## config.mk

```make
export PLATFORM = sky130hd
export DESIGN_NAME = phase_fault_mon
export DESIGN_NICKNAME = d
export VERILOG_FILES = /design/src/rtl/pfm_pkg.sv /design/src/rtl/pfm_edge_timer.sv /design/src/rtl/pfm_run_counter.sv /design/src/rtl/pfm_thermal.sv /design/src/rtl/phase_fault_mon.sv
export SDC_FILE = /design/constraint.sdc
export NUM_CORES = 1
export LEC_CHECK = 0
export BUFFER_PORTS_ARGS = -buffer_cell sky130_fd_sc_hd__buf_2
export CELL_PAD_IN_SITES_DETAIL_PLACEMENT = 1
export CELL_PAD_IN_SITES_GLOBAL_PLACEMENT = 1
export CORE_ASPECT_RATIO = 0.7
export CORE_MARGIN = 1
export CORE_UTILIZATION = 49
export CTS_BUF_LIST = sky130_fd_sc_hd__clkbuf_8
export CTS_CLUSTER_DIAMETER = 80
export DETAILED_ROUTE_END_ITERATION = 16
export PLACE_DENSITY_LB_ADDON = 0.1
export SETUP_SLACK_MARGIN = 0.15
export SYNTH_ARGS = -nofsm -noshare
export SYNTH_HDL_FRONTEND = slang
export SYNTH_SLANG_ARGS = --single-unit
```

## constraint.sdc

```tcl
create_clock -name clk_i -period 1.9 [get_ports clk_i]
set_input_delay 0.38 -clock clk_i [delete_from_list [all_inputs] [get_ports clk_i]]
set_output_delay 0.38 -clock clk_i [all_outputs]
set_load 0.05 [all_outputs]
```

## src/rtl/pfm_pkg.sv

```systemverilog
package pfm_pkg;
  localparam int unsigned N_CHK = 3;
  typedef enum int unsigned {
    CHK_HS       = 0,  // node stays low after falling edge
    CHK_LS_SHORT = 1,  // node stays up after rising edge
    CHK_LS_OPEN  = 2   // bottom switch open during low-side on-time
  } chk_e;
endpackage

```

## src/rtl/pfm_edge_timer.sv

```systemverilog
module pfm_edge_timer #(
  parameter int unsigned SETTLE_CYC = 4
) (
  input  logic clk_i,
  input  logic rst_ni,
  input  logic pwm_i,
  output logic samp_rise_o,
  output logic samp_fall_o
);
  localparam int unsigned CW = $clog2(SETTLE_CYC + 1);
  localparam logic [CW-1:0] LOAD = CW'(SETTLE_CYC);
  localparam logic [CW-1:0] ONE  = CW'(1);

  logic          pwm_q, pend_rise_q, edge_s, strobe;
  logic [CW-1:0] cnt_q;

  assign edge_s = pwm_i ^ pwm_q;
  assign strobe = (cnt_q == ONE) && !edge_s;
  assign samp_rise_o = strobe && pend_rise_q;
  assign samp_fall_o = strobe && !pend_rise_q;

  always_ff @(posedge clk_i or negedge rst_ni) begin
    if (!rst_ni) begin
      pwm_q       <= 1'b0;
      pend_rise_q <= 1'b0;
      cnt_q       <= '0;
    end else begin
      pwm_q <= pwm_i;
      if (edge_s) begin
        cnt_q       <= LOAD;
        pend_rise_q <= pwm_i;
      end else if (cnt_q != '0) begin
        cnt_q <= cnt_q - ONE;
      end
    end
  end

  // independent stability counter for the settle check
  logic [CW-1:0] stab_q;
  always_ff @(posedge clk_i or negedge rst_ni) begin
    if (!rst_ni) stab_q <= LOAD;
    else if (pwm_i != pwm_q) stab_q <= '0;
    else if (stab_q != LOAD) stab_q <= stab_q + ONE;
  end

  assert_settle_R7: assert property (@(posedge clk_i) disable iff (!rst_ni)
    (samp_rise_o || samp_fall_o) |-> (stab_q == CW'(SETTLE_CYC - 1)));
  assert_one_kind_R2: assert property (@(posedge clk_i) disable iff (!rst_ni)
    !(samp_rise_o && samp_fall_o));
endmodule

```

## src/rtl/pfm_run_counter.sv

```systemverilog
module pfm_run_counter #(
  parameter int unsigned FAULT_RUN = 15
) (
  input  logic clk_i,
  input  logic rst_ni,
  input  logic strobe_i,
  input  logic suspect_i,
  output logic fault_o
);
  localparam int unsigned RW = $clog2(FAULT_RUN + 1);
  localparam logic [RW-1:0] LAST = RW'(FAULT_RUN - 1);

  logic [RW-1:0] run_q;
  logic          fault_q;

  always_ff @(posedge clk_i or negedge rst_ni) begin
    if (!rst_ni) begin
      run_q   <= '0;
      fault_q <= 1'b0;
    end else if (!fault_q && strobe_i) begin
      if (suspect_i) begin
        run_q <= run_q + RW'(1);
        if (run_q == LAST) fault_q <= 1'b1;
      end else begin
        run_q <= '0;
      end
    end
  end

  assign fault_o = fault_q;

  assert_latched_R8: assert property (@(posedge clk_i) disable iff (!rst_ni)
    fault_o |=> fault_o);
  assert_rise_on_suspect_R5: assert property (@(posedge clk_i) disable iff (!rst_ni)
    !fault_o && !(strobe_i && suspect_i) |=> !fault_o);
  assert_clean_clears_R6: assert property (@(posedge clk_i) disable iff (!rst_ni)
    (!fault_o && strobe_i && !suspect_i) |=> (run_q == '0));
endmodule

```

## src/rtl/pfm_thermal.sv

```systemverilog
module pfm_thermal #(
  parameter int unsigned THERM_DLY = 32
) (
  input  logic clk_i,
  input  logic rst_ni,
  input  logic hot_i,
  input  logic cool_i,
  output logic therm_o
);
  localparam int unsigned TW = $clog2(THERM_DLY + 1);
  localparam logic [TW-1:0] LAST = TW'(THERM_DLY - 1);

  logic [TW-1:0] cnt_q;
  logic          therm_q;

  always_ff @(posedge clk_i or negedge rst_ni) begin
    if (!rst_ni) begin
      cnt_q   <= '0;
      therm_q <= 1'b0;
    end else if (!therm_q) begin
      if (hot_i) begin
        if (cnt_q == LAST) begin
          therm_q <= 1'b1;
          cnt_q   <= '0;
        end else begin
          cnt_q <= cnt_q + TW'(1);
        end
      end else begin
        cnt_q <= '0;
      end
    end else if (cool_i) begin
      therm_q <= 1'b0;
    end
  end

  assign therm_o = therm_q;

  // independent run length of the hot flag while not flagged
  logic [TW-1:0] obs_q;
  always_ff @(posedge clk_i or negedge rst_ni) begin
    if (!rst_ni) obs_q <= '0;
    else if (therm_q || !hot_i) obs_q <= '0;
    else if (obs_q != LAST) obs_q <= obs_q + TW'(1);
  end

  assert_bounded_delay_R9: assert property (@(posedge clk_i) disable iff (!rst_ni)
    (!therm_o && hot_i && obs_q == LAST) |=> therm_o);
  assert_needs_hot_R9: assert property (@(posedge clk_i) disable iff (!rst_ni)
    (!therm_o && !hot_i) |=> !therm_o);
  assert_release_R10: assert property (@(posedge clk_i) disable iff (!rst_ni)
    (therm_o && cool_i) |=> !therm_o);
  assert_hold_R10: assert property (@(posedge clk_i) disable iff (!rst_ni)
    (therm_o && !cool_i) |=> therm_o);
endmodule

```

## src/rtl/phase_fault_mon.sv

```systemverilog
module phase_fault_mon #(
  parameter int unsigned SETTLE_CYC = 4,
  parameter int unsigned FAULT_RUN  = 15,
  parameter int unsigned THERM_DLY  = 32
) (
  input  logic clk_i,
  input  logic rst_ni,
  input  logic pwm_i,
  input  logic sw_low_i,
  input  logic sw_high_i,
  input  logic lo_open_i,
  input  logic temp_hot_i,
  input  logic temp_cool_i,
  output logic flt_pull_o,
  output logic flt_n_o
);
  import pfm_pkg::*;

  logic samp_rise, samp_fall, therm;
  logic [N_CHK-1:0] stb, sus, flt;

  pfm_edge_timer #(.SETTLE_CYC(SETTLE_CYC)) u_edge (
    .clk_i(clk_i), .rst_ni(rst_ni), .pwm_i(pwm_i),
    .samp_rise_o(samp_rise), .samp_fall_o(samp_fall)
  );

  assign stb[CHK_HS]       = samp_fall;
  assign sus[CHK_HS]       = sw_low_i;
  assign stb[CHK_LS_SHORT] = samp_rise;
  assign sus[CHK_LS_SHORT] = sw_high_i;
  assign stb[CHK_LS_OPEN]  = samp_fall;
  assign sus[CHK_LS_OPEN]  = lo_open_i;

  for (genvar g = 0; g < N_CHK; g++) begin : g_chk
    pfm_run_counter #(.FAULT_RUN(FAULT_RUN)) u_run (
      .clk_i(clk_i), .rst_ni(rst_ni),
      .strobe_i(stb[g]), .suspect_i(sus[g]), .fault_o(flt[g])
    );
  end

  pfm_thermal #(.THERM_DLY(THERM_DLY)) u_therm (
    .clk_i(clk_i), .rst_ni(rst_ni),
    .hot_i(temp_hot_i), .cool_i(temp_cool_i), .therm_o(therm)
  );

  assign flt_pull_o = (|flt) | therm;
  assign flt_n_o    = ~flt_pull_o;

  assert_therm_pulls_R11: assert property (@(posedge clk_i) disable iff (!rst_ni)
    therm |-> !flt_n_o);
  assert_sw_pulls_R11: assert property (@(posedge clk_i) disable iff (!rst_ni)
    (|flt) |-> flt_pull_o);
endmodule

```

Word level (Yosys, flattened, before mapping):

Index checks and enable logic that the tools add are counted.
Widths: inputs -> output; s select.

* add/sub/neg operators: 5
* mux-type cells: 11
* eq/ne operators: 5
* reduce and logical (&&, ||, !) cells: 17
* bitwise operators: 3

Operator list (count)
* $add 4x1->4 const B: 3
* $eq 4x4->1 const B: 3
* $mux 4: 3
* $mux 6: 2
* $reduce_and 3->1: 3
* $add 6x1->6 const B: 1
* $eq 6x5->1 const B: 1
* $logic_and 1x1->1: 6
* $mux 3: 2
* $logic_not 1->1: 5
* $mux 1: 4
* $eq 3x1->1 const B: 1
* $reduce_bool 3->1: 1
* $reduce_or 3->1: 1
* $sub 3x1->3 const B: 1
* $reduce_bool 2->1: 1
* $not 1->1: 1
* $or 1x1->1: 1
* $xor 1x1->1: 1

* word-level logic and storage cells: 52
* flip-flop bits (word level): 27
* input bits: 8
* output and inout port bits: 2

Longest topological paths before layout:

* word-level depth: 6
* mapped depth: 5
* depth with buffers taken out: 5

By module:

From an unflattened synthesis, not the netlist that was laid out.

* cells, all modules: 141
* area total of the unflattened synthesis: 1485.2 sq um

Modules (own cells, without submodules)
* pfm_run_counter: area an instance 277.8 sq um, cells an instance 26, instances 3
* pfm_thermal: area an instance 365.4 sq um, cells an instance 35, instances 1
* pfm_edge_timer: area an instance 272.8 sq um, cells an instance 26, instances 1
* phase_fault_mon: area an instance 13.8 sq um, cells an instance 2, instances 1

Worst setup path before layout:

Ideal clock, no wire load.

* path kind: register to output
* start: register g_chk[0].u_run.fault_q
* end: output flt_n_o
* path buffers: 0
* slack: -0.069 ns
* arrival: 1.589 ns
* stages on the path, launching flop included: 3
* data required time: 1.520 ns
* cells stage by stage: dfrtp_1 > or4_1 > inv_1

* word-level cells in the longest chain between the ends: 3

RTL lines
* from (decl): line pfm_run_counter.sv:14 `logic fault_q;`
* from (signal assigned): line pfm_run_counter.sv:19 `fault_q <= 1'b0;`
* from (signal assigned): line pfm_run_counter.sv:23 `if (run_q == LAST) fault_q <= 1'b1;`
* $reduce_or 3->1: line phase_fault_mon.sv:46 `assign flt_pull_o = (|flt) | therm;`
* $or 1x1->1: line phase_fault_mon.sv:46
* named net flt_pull_o: line phase_fault_mon.sv:14 `output logic flt_pull_o,`
* $not 1->1: line phase_fault_mon.sv:47 `assign flt_n_o = ~flt_pull_o;`
* to (decl): line phase_fault_mon.sv:15 `output logic flt_n_o`

The timed path passes the listed nets, and every way through them passes these cells.

Worst setup path after layout:

* start: register g_chk[1].u_run.fault_q
* end: output flt_n_o

* word-level cells in the longest chain between the ends: 3

RTL lines (line)
* from (decl): pfm_run_counter.sv:14
* from (signal assigned): pfm_run_counter.sv:19
* from (signal assigned): pfm_run_counter.sv:23
* $reduce_or 3->1: phase_fault_mon.sv:46
* $or 1x1->1: phase_fault_mon.sv:46
* $not 1->1: phase_fault_mon.sv:47

No other way between the ends.

==> impl_metrics.yaml <==
outcome:
  status: "complete, no violations"
place:
  dp_hpwl_um: 2600
  numPortBuffers: 9
  place_area_um2: 1620
  dp_cells: 197
  globalplace.congestion: 0.843
grt:
  grt_use_total_pct: 27.0
  grt_pass1_wl_um: 6620
  antenna_found_initial: 0
  grt_max_degree: 28
  grt_pass1_vias: 1333
  grt_overflow: 0
cts:
  clk_pin_slew_ns: 0.11
  cts.path.max_buffers: 2
  cts_htree_levels: 1
  cts_tree: "yes"
  clock-root-buffer: "clkbuf_8"
  clkSinkCount: 27
  clkLatencyLatePin_ns: 0.28
  numCtsBuffers: 3
floorplan:
  dieHeight_um: 48.8
  num_rows: 16
  ioPinCount: 10
  dieWidth_um: 68.9
  core_area_um2: 2880
  start_util_pct: 53.3
  design.die.area_um2: 3360
layout:
  fin_util_pct: 60.5
  seq_area_um2: 676
  final_common_cell: "dfrtp_1"
  syn_to_final_growth_pct: 13.5
  n_antenna_cell: 0
  fillers: 327
  multi_input_area_um2: 822
  final_cell_count_no_fill: 206
  nNetsFinal: 189
  drive_gt1_share_pct: 20.0
  final_cell_mix: "dfrtp_1, o21ai_0, nand3_1, nand2_1, nand2b_1"
  finish.instance_area_um2: 1740
sta:
  setup_viol: 0
  fin_crit_sh_pct: 96.4
  holdWs_ns: 0.0916
  hold_viol: 0
  tightest_slew_ns: 0.610
  setup_tns_ns: 0
  fin_skew_ns: 0.0144
  fmax_mhz: 546
  rsz0062_at_grt: "true"
  slew_headroom_pct: 59.3
  slew_viol_final: 0
  fin_crit_ns: 1.83
logic_synthesis:
  ys_seq_elements: 27
  synth.distinct_cells: 39
  yosysTopAreaCell: "dfrtp_1"
  synth.top_cell.area_share_pct: 44.0
  synthTopCellsByArea: "dfrtp_1, ha_1, nand2b_1, o21ai_0, nand3_1"
  syn_nets: 172
  yosys_warnings: 0
  ys_seq_area_share_pct: 44.0
  syn_inst: 154
  netlist_area_um2: 1540
  synth.avg_cell_area_um2: 9.97
route:
  drt_iter0_drc: 64
  dr.pass1.iters: 4
  routed_via_density: 6.08
  vias: 1252
  antenna_left: 0
  wl_per_cell_um: 18.4
  routed_wl_um: 3780
  drc: 0
power:
  vdd_ir_drop_max_uv: 546
  p_leak_nw: 0.765
  power-per-cell-area_nw_per_um2: 1000
critical_path:
  arrival_ns: 1.45
  critPathKind: "flip-flop to output port"
  cp-end-kind: "output port"
  start_kind: "flip-flop"
  cp.required_ns: 1.52
  crit_path_max_fanout: 2
hold_path:
  hp-class: "input pin to asynchronous set/reset pin"
run:
  cap_viol_max_count: 0
==> cell usage after synthesis <==
master / instances
or4b_4: 2
nand4_1: 7
nor3b_1: 2
a211o_1: 1
mux2i_1: 2
nand2_1: 11
o21ai_1: 5
nor2_1: 6
o21bai_1: 2
and3_1: 1
a21o_1: 1
xnor2_1: 2
mux2_1: 1
nor2b_1: 4
a32o_1: 3
nor4b_2: 2
nand2b_1: 10
o21ai_0: 12
and2_4: 1
nand3_1: 11
or4_1: 2
and4bb_2: 1
a21boi_0: 1
or2_2: 1
inv_2: 1
a21oi_1: 2
o311ai_1: 3
o211ai_1: 1
clkbuf_1: 1
nor4b_1: 1
ha_1: 10
dfrtp_1: 27
a211oi_1: 1
o41ai_1: 1
inv_1: 9
nor2_2: 2
buf_6: 1
xor2_2: 1
buf_2: 2
==> sequential cells by signal (all words and copies together), names as in the netlist <==
name	flops
g_chk.u_run.run_q	12
u_therm.cnt_q	6
g_chk.u_run.fault_o	3
u_edge.cnt_q	3
u_edge.pend_rise_q	1
u_edge.pwm_q	1
u_therm.therm_o	1
==> per-layer routing <==
| metal | vias to the layer above | track usage [%] | routed length, µm | share of wire [%] |
|---|---|---|---|---|
| met2 | 20 | 41.6 | 1820 | 48 |
| met3 | 10 | 7.24 | 106 | 2.8 |
| met4 | 0 | 6.46 | 70 | 1.9 |
| met5 | - | 0 | 0 | 0 |
| met1 | 635 | 37.7 | 1790 | 47 |
| li1 | 587 | - | - | - |
==> worst max-delay path, stage by stage, from the launching register on <==
cell and delay (ns):
dfrtp_1 0.39, or4_4 0.56, clkinvlp_4 0.10, buf_8 0.14
==> final timing paths <==
path / from / to / slack, ns / cells after the start
setup / recovery: g_chk[1].u_run.fault_o / flt_n_o / 0.07 / 3
setup reg to reg: u_edge.cnt_q[1] / g_chk[2].u_run.run_q[1] / 0.20 / 5
min in group clk_i: pwm_i / u_edge.pwm_q / 0.29 / 1
hold / removal: rst_ni / g_chk[0].u_run.fault_o / 0.09 / 1
max in group asynchronous: rst_ni / u_therm.therm_o / 1.40 / 1
hold reg to reg: u_therm.cnt_q[1] / u_therm.cnt_q[1] / 0.57 / 2
==> stage by stage <==
| step | setup slack [ns] | power (mW) |
|---|---|---|
| finish | 0.0687 | 1.75 |
| global route | 0.0292 | 1.87 |
| CTS | 0.0595 | 1.72 |
| detailed placement | 0.196 | 1.35 |
| global placement | 0.271 | 1.30 |
| floorplan | 0.245 | 1.21 |
==> cell type report <==
type / count / area share (%)
multi-input combinational: 113 / 47.2
sequential: 27 / 38.8
timing repair buffer: 16 / 6.32
tap: 36 / 2.58
clock buffer: 3 / 2.37
inverter: 10 / 2.37
clock inverter: 1 / 0.431
==> power breakdown <==
group | internal, mW | switching [mW]
Combinational | 0.252 | 0.289
Sequential | 0.699 | 0.164
Clock | 0.149 | 0.196
==> cell families (layout without fill, tap and decap cells) <==
| kind of cell | count (synthesis) | after routing | share of synthesized area [%] |
|---|---|---|---|
| xor+xnor | 3 | 3 | 2.20 |
| fa+ha+maj | 10 | 10 | 8.15 |
| compound gates | 33 | 33 | 13.9 |
| simple gates | 64 | 64 | 25.6 |
| flops | 27 | 27 | 44.0 |
| buf+inv | 14 | 30 | 4.07 |
| mux | 3 | 3 | 2.04 |
==> timing repair <==
| action | 4_1_cts | 5_1_grt |
|---|---|---|
| hold buffers | 0 | 0 |
| cloned | 0 | 0 |
| setup buffers | 3 | 2 |
| setup endpoints to repair | 2 | 9 |
| pin swaps | 0 | 1 |
| gates resized for setup | 3 | 5 |
Power figures use the tool's default switching activity.
